<file path="config.mk">
export PLATFORM = sky130hd
export DESIGN_NAME = pwrseq_top
export DESIGN_NICKNAME = d
export VERILOG_FILES = /design/src/rtl/pwrseq_pkg.sv /design/src/rtl/pwrseq_prescaler.sv /design/src/rtl/pwrseq_tick_counter.sv /design/src/rtl/pwrseq_fsm.sv /design/src/rtl/pwrseq_top.sv
export SDC_FILE = /design/constraint.sdc
export NUM_CORES = 1
export LEC_CHECK = 0
export ABC_AREA = 1
export BUFFER_PORTS_ARGS = -buffer_cell sky130_fd_sc_hd__buf_4
export CAP_MARGIN = 20
export CORE_AREA = 3 3 53 91
export CTS_CLUSTER_DIAMETER = 150
export DETAILED_ROUTE_END_ITERATION = 16
export DIE_AREA = 0 0 56 94
export PLACE_DENSITY = 0.75
export SYNTH_ARGS = -nofsm -noshare
export SYNTH_HDL_FRONTEND = slang
export SYNTH_HIERARCHICAL = 1
export SYNTH_SLANG_ARGS = --single-unit
</file>
<file path="constraint.sdc">
create_clock -name clk -period 3.97 [get_ports clk]
set_input_delay 0.397 -clock clk [delete_from_list [all_inputs] [get_ports clk]]
set_output_delay 0.397 -clock clk [all_outputs]
set_load 0.005 [all_outputs]
</file>
<file path="src/rtl/pwrseq_pkg.sv">
package pwrseq_pkg;

   typedef enum logic [2:0] {
      ST_IDLE,
      ST_CHECK,
      ST_TOGGLE,
      ST_POLL,
      ST_CLK_WAIT,
      ST_UNCLAMP,
      ST_UNCLAMP_WAIT,
      ST_FINISH
   } seq_state_e;

   function automatic int unsigned max2(input int unsigned a, input int unsigned b);
      return (a > b) ? a : b;
   endfunction

endpackage

</file>
<file path="src/rtl/pwrseq_prescaler.sv">
module pwrseq_prescaler #(
   parameter int unsigned CYC_PER_US = 125,
   parameter int unsigned US_PER_MS  = 1000
) (
   input  logic clk,
   input  logic rst_n,
   input  logic clr_i,
   output logic us_tick_o,
   output logic ms_tick_o
);

   localparam int unsigned UW = $clog2(US_PER_MS);
   localparam logic [UW-1:0] U_LAST = UW'(US_PER_MS - 1);

   generate
      if (CYC_PER_US == 1) begin : g_direct
         assign us_tick_o = !clr_i;
      end else begin : g_div
         localparam int unsigned CW = $clog2(CYC_PER_US);
         localparam logic [CW-1:0] C_LAST = CW'(CYC_PER_US - 1);
         logic [CW-1:0] cyc_q;

         always_ff @(posedge clk) begin
            if (!rst_n || clr_i || cyc_q == C_LAST) cyc_q <= '0;
            else                                   cyc_q <= cyc_q + 1'b1;
         end

         assign us_tick_o = !clr_i && (cyc_q == C_LAST);
      end
   endgenerate

   logic [UW-1:0] us_q;

   always_ff @(posedge clk) begin
      if (!rst_n || clr_i)  us_q <= '0;
      else if (us_tick_o)   us_q <= (us_q == U_LAST) ? '0 : us_q + 1'b1;
   end

   assign ms_tick_o = us_tick_o && (us_q == U_LAST);

endmodule

</file>
<file path="src/rtl/pwrseq_tick_counter.sv">
module pwrseq_tick_counter #(
   parameter int unsigned W = 4
) (
   input  logic         clk,
   input  logic         rst_n,
   input  logic         clr_i,
   input  logic         tick_i,
   input  logic [W-1:0] limit_i,
   output logic         expired_o
);

   logic [W-1:0] cnt_q;

   always_ff @(posedge clk) begin
      if (!rst_n || clr_i)                  cnt_q <= '0;
      else if (tick_i && cnt_q != limit_i)  cnt_q <= cnt_q + 1'b1;
   end

   assign expired_o = (cnt_q == limit_i);

endmodule

</file>
<file path="src/rtl/pwrseq_fsm.sv">
module pwrseq_fsm
   import pwrseq_pkg::*;
#(
   parameter int unsigned NUM_PART = 8,
   localparam int unsigned PW = $clog2(NUM_PART)
) (
   input  logic                clk,
   input  logic                rst_n,
   input  logic                start_i,
   input  logic                power_on_i,
   input  logic [PW-1:0]       part_i,
   input  logic [NUM_PART-1:0] pwr_status_i,
   input  logic                us_expired_i,
   input  logic                ms_expired_i,
   output logic                timer_clr_o,
   output logic                clk_wait_o,
   output logic                periph_rst_o,
   output logic                periph_clk_en_o,
   output logic                toggle_req_o,
   output logic [PW-1:0]       toggle_part_o,
   output logic [NUM_PART-1:0] clamp_rel_o,
   output logic                busy_o,
   output logic                done_o,
   output logic                err_o
);

   seq_state_e    state_q, state_d;
   logic [PW-1:0] part_q;
   logic          tgt_q;
   logic          rst_q, clken_q, err_q;
   logic          match;
   seq_state_e    after_power;

   assign match       = (pwr_status_i[part_q] == tgt_q);
   assign after_power = tgt_q ? ST_CLK_WAIT : ST_FINISH;

   always_comb begin
      state_d = state_q;
      unique case (state_q)
         ST_IDLE:         if (start_i) state_d = ST_CHECK;
         ST_CHECK:        state_d = match ? after_power : ST_TOGGLE;
         ST_TOGGLE:       state_d = ST_POLL;
         ST_POLL: begin
            if (match)             state_d = after_power;
            else if (ms_expired_i) state_d = ST_IDLE;
         end
         ST_CLK_WAIT:     if (us_expired_i) state_d = ST_UNCLAMP;
         ST_UNCLAMP:      state_d = ST_UNCLAMP_WAIT;
         ST_UNCLAMP_WAIT: if (us_expired_i) state_d = ST_FINISH;
         ST_FINISH:       state_d = ST_IDLE;
         default:         state_d = ST_IDLE;
      endcase
   end

   always_ff @(posedge clk) begin
      if (!rst_n) begin
         state_q <= ST_IDLE;
         part_q  <= '0;
         tgt_q   <= 1'b0;
         rst_q   <= 1'b0;
         clken_q <= 1'b0;
         err_q   <= 1'b0;
      end else begin
         state_q <= state_d;
         if (state_q == ST_IDLE && start_i) begin
            part_q <= part_i;
            tgt_q  <= power_on_i;
            err_q  <= 1'b0;
            if (power_on_i) begin
               rst_q   <= 1'b1;
               clken_q <= 1'b0;
            end
         end
         if (state_d == ST_CLK_WAIT && state_q != ST_CLK_WAIT) clken_q <= 1'b1;
         if (state_q == ST_UNCLAMP_WAIT && us_expired_i)       rst_q   <= 1'b0;
         if (state_q == ST_POLL && !match && ms_expired_i)     err_q   <= 1'b1;
      end
   end

   assign timer_clr_o     = (state_d != state_q);
   assign clk_wait_o      = (state_q == ST_CLK_WAIT);
   assign periph_rst_o    = rst_q;
   assign periph_clk_en_o = clken_q;
   assign toggle_req_o    = (state_q == ST_TOGGLE);
   assign toggle_part_o   = part_q;
   assign clamp_rel_o     = (state_q == ST_UNCLAMP) ? (NUM_PART'(1) << part_q) : '0;
   assign busy_o          = (state_q != ST_IDLE);
   assign done_o          = (state_q == ST_FINISH);
   assign err_o           = err_q;

endmodule

</file>
<file path="src/rtl/pwrseq_top.sv">
module pwrseq_top
   import pwrseq_pkg::*;
#(
   parameter int unsigned NUM_PART       = 8,
   parameter int unsigned CYC_PER_US     = 125,
   parameter int unsigned US_PER_MS      = 1000,
   parameter int unsigned TIMEOUT_MS     = 25,
   parameter int unsigned CLK_DELAY_US   = 10,
   parameter int unsigned CLAMP_DELAY_US = 10,
   localparam int unsigned PW = $clog2(NUM_PART)
) (
   input  logic                clk,
   input  logic                rst_n,
   input  logic                start_i,
   input  logic                power_on_i,
   input  logic [PW-1:0]       part_i,
   input  logic [NUM_PART-1:0] pwr_status_i,
   output logic                periph_rst_o,
   output logic                periph_clk_en_o,
   output logic                toggle_req_o,
   output logic [PW-1:0]       toggle_part_o,
   output logic [NUM_PART-1:0] clamp_rel_o,
   output logic                busy_o,
   output logic                done_o,
   output logic                err_o
);

   localparam int unsigned MSW = $clog2(TIMEOUT_MS + 1);
   localparam int unsigned USW = $clog2(max2(CLK_DELAY_US, CLAMP_DELAY_US) + 1);
   localparam logic [MSW-1:0] MS_LIMIT  = MSW'(TIMEOUT_MS);
   localparam logic [USW-1:0] CLK_LIM   = USW'(CLK_DELAY_US);
   localparam logic [USW-1:0] CLAMP_LIM = USW'(CLAMP_DELAY_US);

   initial begin
      assert (NUM_PART >= 2)      else $error("NUM_PART must be at least 2");
      assert (CYC_PER_US >= 1)    else $error("CYC_PER_US must be at least 1");
      assert (US_PER_MS >= 2)     else $error("US_PER_MS must be at least 2");
      assert (TIMEOUT_MS >= 1)    else $error("TIMEOUT_MS must be at least 1");
      assert (CLK_DELAY_US >= 1)  else $error("CLK_DELAY_US must be at least 1");
      assert (CLAMP_DELAY_US >= 1) else $error("CLAMP_DELAY_US must be at least 1");
   end

   logic timer_clr, clk_wait, us_tick, ms_tick, us_expired, ms_expired;
   logic [USW-1:0] us_limit;

   assign us_limit = clk_wait ? CLK_LIM : CLAMP_LIM;

   pwrseq_prescaler #(
      .CYC_PER_US (CYC_PER_US),
      .US_PER_MS  (US_PER_MS)
   ) u_presc (
      .clk       (clk),
      .rst_n     (rst_n),
      .clr_i     (timer_clr),
      .us_tick_o (us_tick),
      .ms_tick_o (ms_tick)
   );

   pwrseq_tick_counter #(.W(USW)) u_us_cnt (
      .clk       (clk),
      .rst_n     (rst_n),
      .clr_i     (timer_clr),
      .tick_i    (us_tick),
      .limit_i   (us_limit),
      .expired_o (us_expired)
   );

   pwrseq_tick_counter #(.W(MSW)) u_ms_cnt (
      .clk       (clk),
      .rst_n     (rst_n),
      .clr_i     (timer_clr),
      .tick_i    (ms_tick),
      .limit_i   (MS_LIMIT),
      .expired_o (ms_expired)
   );

   pwrseq_fsm #(.NUM_PART(NUM_PART)) u_fsm (
      .clk             (clk),
      .rst_n           (rst_n),
      .start_i         (start_i),
      .power_on_i      (power_on_i),
      .part_i          (part_i),
      .pwr_status_i    (pwr_status_i),
      .us_expired_i    (us_expired),
      .ms_expired_i    (ms_expired),
      .timer_clr_o     (timer_clr),
      .clk_wait_o      (clk_wait),
      .periph_rst_o    (periph_rst_o),
      .periph_clk_en_o (periph_clk_en_o),
      .toggle_req_o    (toggle_req_o),
      .toggle_part_o   (toggle_part_o),
      .clamp_rel_o     (clamp_rel_o),
      .busy_o          (busy_o),
      .done_o          (done_o),
      .err_o           (err_o)
   );

endmodule

</file>
==> results_tabular.tex <==
\begin{tabular}{lr}
\hline
Metric & Value \\
\hline
\multicolumn{2}{l}{\textbf{Clocking}} \\
\quad Number of H-tree levels & 2 \\
\quad Clock Tree Buf Depth & 2 \\
\quad Clock-pin slew reported for the worst setup and hold paths after clock tree synthesis & 0.07 ns \\
\quad Buffers inserted by post-CTS timing repair & 0 \\
\quad CTS tree & done \\
\quad Hold-fix buffer count after cts & 0 \\
\quad Clock latency at the later pin of the worst-skew pair & roughly 0.29 ns \\
\quad Master cell of the clock root buffer & clkbuf\_8 \\
\quad CTS-repair resized insts & 0 \\
\quad CTS buffer count & 5 \\
\quad CTS sink count & 36 \\
\multicolumn{2}{l}{\textbf{Synthesis}} \\
\quad Yosys synthesis warning count & 6 \\
\quad Cells after synthesis & approximately 360 \\
\quad Post-synthesis average cell area & about 6.3 um\^{}2 \\
\quad Cell area after synthesis & between 0.002 and 0.0025 mm\^{}2 \\
\multicolumn{2}{l}{\textbf{Final layout}} \\
\quad Non-Filler Instances & $\sim$460 \\
\quad Fraction of final layout cells sized beyond drive strength 1 & 17.59\% \\
\quad Synth-to-layout area growth & 20.38\% \\
\quad Fill cell total of the finished layout & $\sim$410 \\
\quad Footprint of the multi-input gates & approximately 0.0014 mm\^{}2 \\
\quad Antenna Diode Count & 0 \\
\quad Storage cell area & 720.7 um\^{}2 \\
\quad Total number of nets in the final design & between 400 and 500 \\
\multicolumn{2}{l}{\textbf{STA}} \\
\quad Final Max Slew Viols & 0 \\
\quad Unrepaired setup endpoints after global routing & false \\
\quad Tcrit/Tclk final & 87.58\% \\
\quad Setup TNS after final layout & 0 ns \\
\quad Number of hold violations in the final report & 0 \\
\quad Minimum clock period & approximately 3.5 ns \\
\quad Max Clock Skew & roughly 0.006 ns \\
\quad FMAX & $\sim$290 MHz \\
\quad Number of endpoints failing setup at the final stage & 0 \\
\quad Smallest hold slack & roughly 0.38 ns \\
\multicolumn{2}{l}{\textbf{Die}} \\
\quad I/O pin total & 32 \\
\quad Number of placement rows & 31 \\
\quad Overall die width & 56 um \\
\quad Placeable Area & $\sim$0.0042 mm\^{}2 \\
\quad Area of the die & 0.005264 mm\^{}2 \\
\quad Initial core utilization & 54.09\% \\
\quad Die Y-Extent & around 94 um \\
\multicolumn{2}{l}{\textbf{Setup path}} \\
\quad Data required, critical path & about 4.2 ns \\
\quad Launch point of the worst reg-to-reg path & u\_fsm/toggle\_part\_o[1] \\
\quad Worst Path Class, Setup & reg2reg \\
\quad Category of the worst setup path capture point & flop \\
\quad Number of cells on the worst reg-to-reg path & 25 \\
\quad Minimum setup slack among reg-to-reg paths & a little under 0.5 ns \\
\quad Startpoint Class & flop \\
\quad Worst Path Arrival & approximately 3.7 ns \\
\quad Reg2Reg Capture Point & u\_ms\_cnt/cnt\_q[4] \\
\quad Worst-path cell with the longest stage delay & dfxtp\_1 \\
\quad Crit Path Max Fanout & 13 \\
\quad Delay of the slowest cell on the worst path & approximately 0.38 ns \\
\quad Most repeated library cell on the critical path & inv\_1 \\
\multicolumn{2}{l}{\textbf{Routing}} \\
\quad Number of design-rule violations left by the first detailed-router iteration & slightly above 70 \\
\quad Total wirelength of the detailed-routed design & 4.675 mm \\
\quad Detailed-route DRC error count & 0 \\
\quad Antenna violation net count after detailed routing & 0 \\
\quad Routed wire per std cell & 10.08 um \\
\quad Number of detailed-route iterations in the first pass & 4 \\
\quad Routed via count & between 2000 and 2500 \\
\quad Post-DR vias/cell & 4.916 \\
\multicolumn{2}{l}{\textbf{Power and ir drop}} \\
\quad Pleak & roughly 1.2 nW \\
\quad Worst supply voltage drop on vdd & around 0.45 mV \\
\quad Power density over the cells & 506.4 mW/mm\^{}2 \\
\multicolumn{2}{l}{\textbf{Flow run}} \\
\quad Total of max-cap violations & 0 \\
\multicolumn{2}{l}{\textbf{Placement}} \\
\quad Final estimated routing congestion in global placement & between 0.9 and 1 \\
\quad Buffers on Ports & 31 \\
\quad Post-detailed-placement half-perimeter wirelength & 3.697 mm \\
\quad Cells after DPL & approximately 460 \\
\multicolumn{2}{l}{\textbf{Global routing}} \\
\quad Vias in the first global route & slightly above 2000 \\
\quad Global-route wire length before repair & about 8.3 mm \\
\quad Global-route total usage across every layer & 19.49\% \\
\quad Sum of overflow across all layers after global routing & 0 \\
\quad Largest net degree at the start of global routing & 16 \\
\quad Initial antenna violation count & 0 \\
\multicolumn{2}{l}{\textbf{Status}} \\
\quad Run status & finished, final reports clean \\
\multicolumn{2}{l}{\textbf{Hold path}} \\
\quad WHS Endpoint & u\_fsm/state\_q[0] \\
\quad Start point of the worst hold path & rst\_n \\
\quad Worst hold path depth & 3 \\
\quad Path category of the worst min-delay check & in2reg \\
\hline
\end{tabular}
==> state kept, by name, indices dropped and copies added, names as in the netlist <==
name                   count
u_presc/us_q              10
u_presc/g_div.cyc_q        7
u_ms_cnt/cnt_q             5
u_us_cnt/cnt_q             4
u_fsm/state_q              3
u_fsm/toggle_part_o        3
u_fsm/err_o                1
u_fsm/periph_clk_en_o      1
u_fsm/periph_rst_o         1
u_fsm/tgt_q                1
==> where the power goes <==
group	internal [mW]	switching [mW]	leakage, nW
registers	0.402	0.0604	0.292
clock network	0.222	0.129	0.0645
logic	0.209	0.359	0.892
==> routing by layer <==
layer	global-route usage (%)	wire [um]	vias to the layer above	share of wire, %
li1	-	-	1215	-
met1	19.80	1832	1022	39
met2	37.60	2571	36	55
met3	3.439	173	8	3.7
met4	8.713	97	0	2.1
met5	0	0	-	0
==> how the worst max path moves through the flow <==
stage,endpoint,start
2_1_floorplan,u_ms_cnt/cnt_q[4],u_fsm/toggle_part_o[1]
3_3_place_gp,u_ms_cnt/cnt_q[4],u_fsm/toggle_part_o[1]
3_5_place_dp,u_ms_cnt/cnt_q[4],u_fsm/toggle_part_o[1]
4_1_cts,u_ms_cnt/cnt_q[4],u_fsm/toggle_part_o[1]
5_1_grt,u_ms_cnt/cnt_q[4],u_fsm/toggle_part_o[1]
6_report,u_ms_cnt/cnt_q[4],u_fsm/toggle_part_o[1]
==> cells in the final DEF, fill, tap and decap left out, drive strengths merged <==
cell	instances
nand2	107
nor2	64
inv	59
dfxtp	36
buf	32
nand3	32
a21oi	23
conb	17
o21ai	9
clkbuf	7
nand4	7
ha	7
nor3	6
xnor2	3
bufinv	1
a221oi	1
clkinv	1
nor4	1
nor3b	1
and3	1
==> critical path: cells and delay by family, from the launching register on <==
| family | cells | cell delay, ns |
|---|---|---|
| compound gates | 1 | 0.16 |
| simple gates | 15 | 1.63 |
| flops | 1 | 0.38 |
| fa+ha+maj | 1 | 0.32 |
| buf+inv | 8 | 0.88 |
==> metrics by stage <==
| step | area (um^2) | worst slack, ns | power (mW) | utilization, % |
|---|---|---|---|---|
| after floorplan | 2322 | 0.5951 | 0.8824 | - |
| after global placement | 2601 | 0.7265 | 1.036 | 62.10 |
| after detailed placement | 2601 | 0.5270 | 1.045 | 62.10 |
| after CTS | 2728 | 0.5091 | 1.400 | 65.11 |
| after global routing | 2728 | 0.04454 | 1.496 | 65.11 |
| final | 2728 | 0.4931 | 1.381 | 65.11 |
==> final cells by class <==
class                      instances  area share [%]
multi-input combinational        279           49.63
sequential                        36           26.42
timing repair buffer              32           8.807
inverter                          60           8.257
clock buffer                       7           3.532
tap                               49           2.248
clock inverter                     1           1.101
Note: power is estimated with default switching activity, not from simulation.
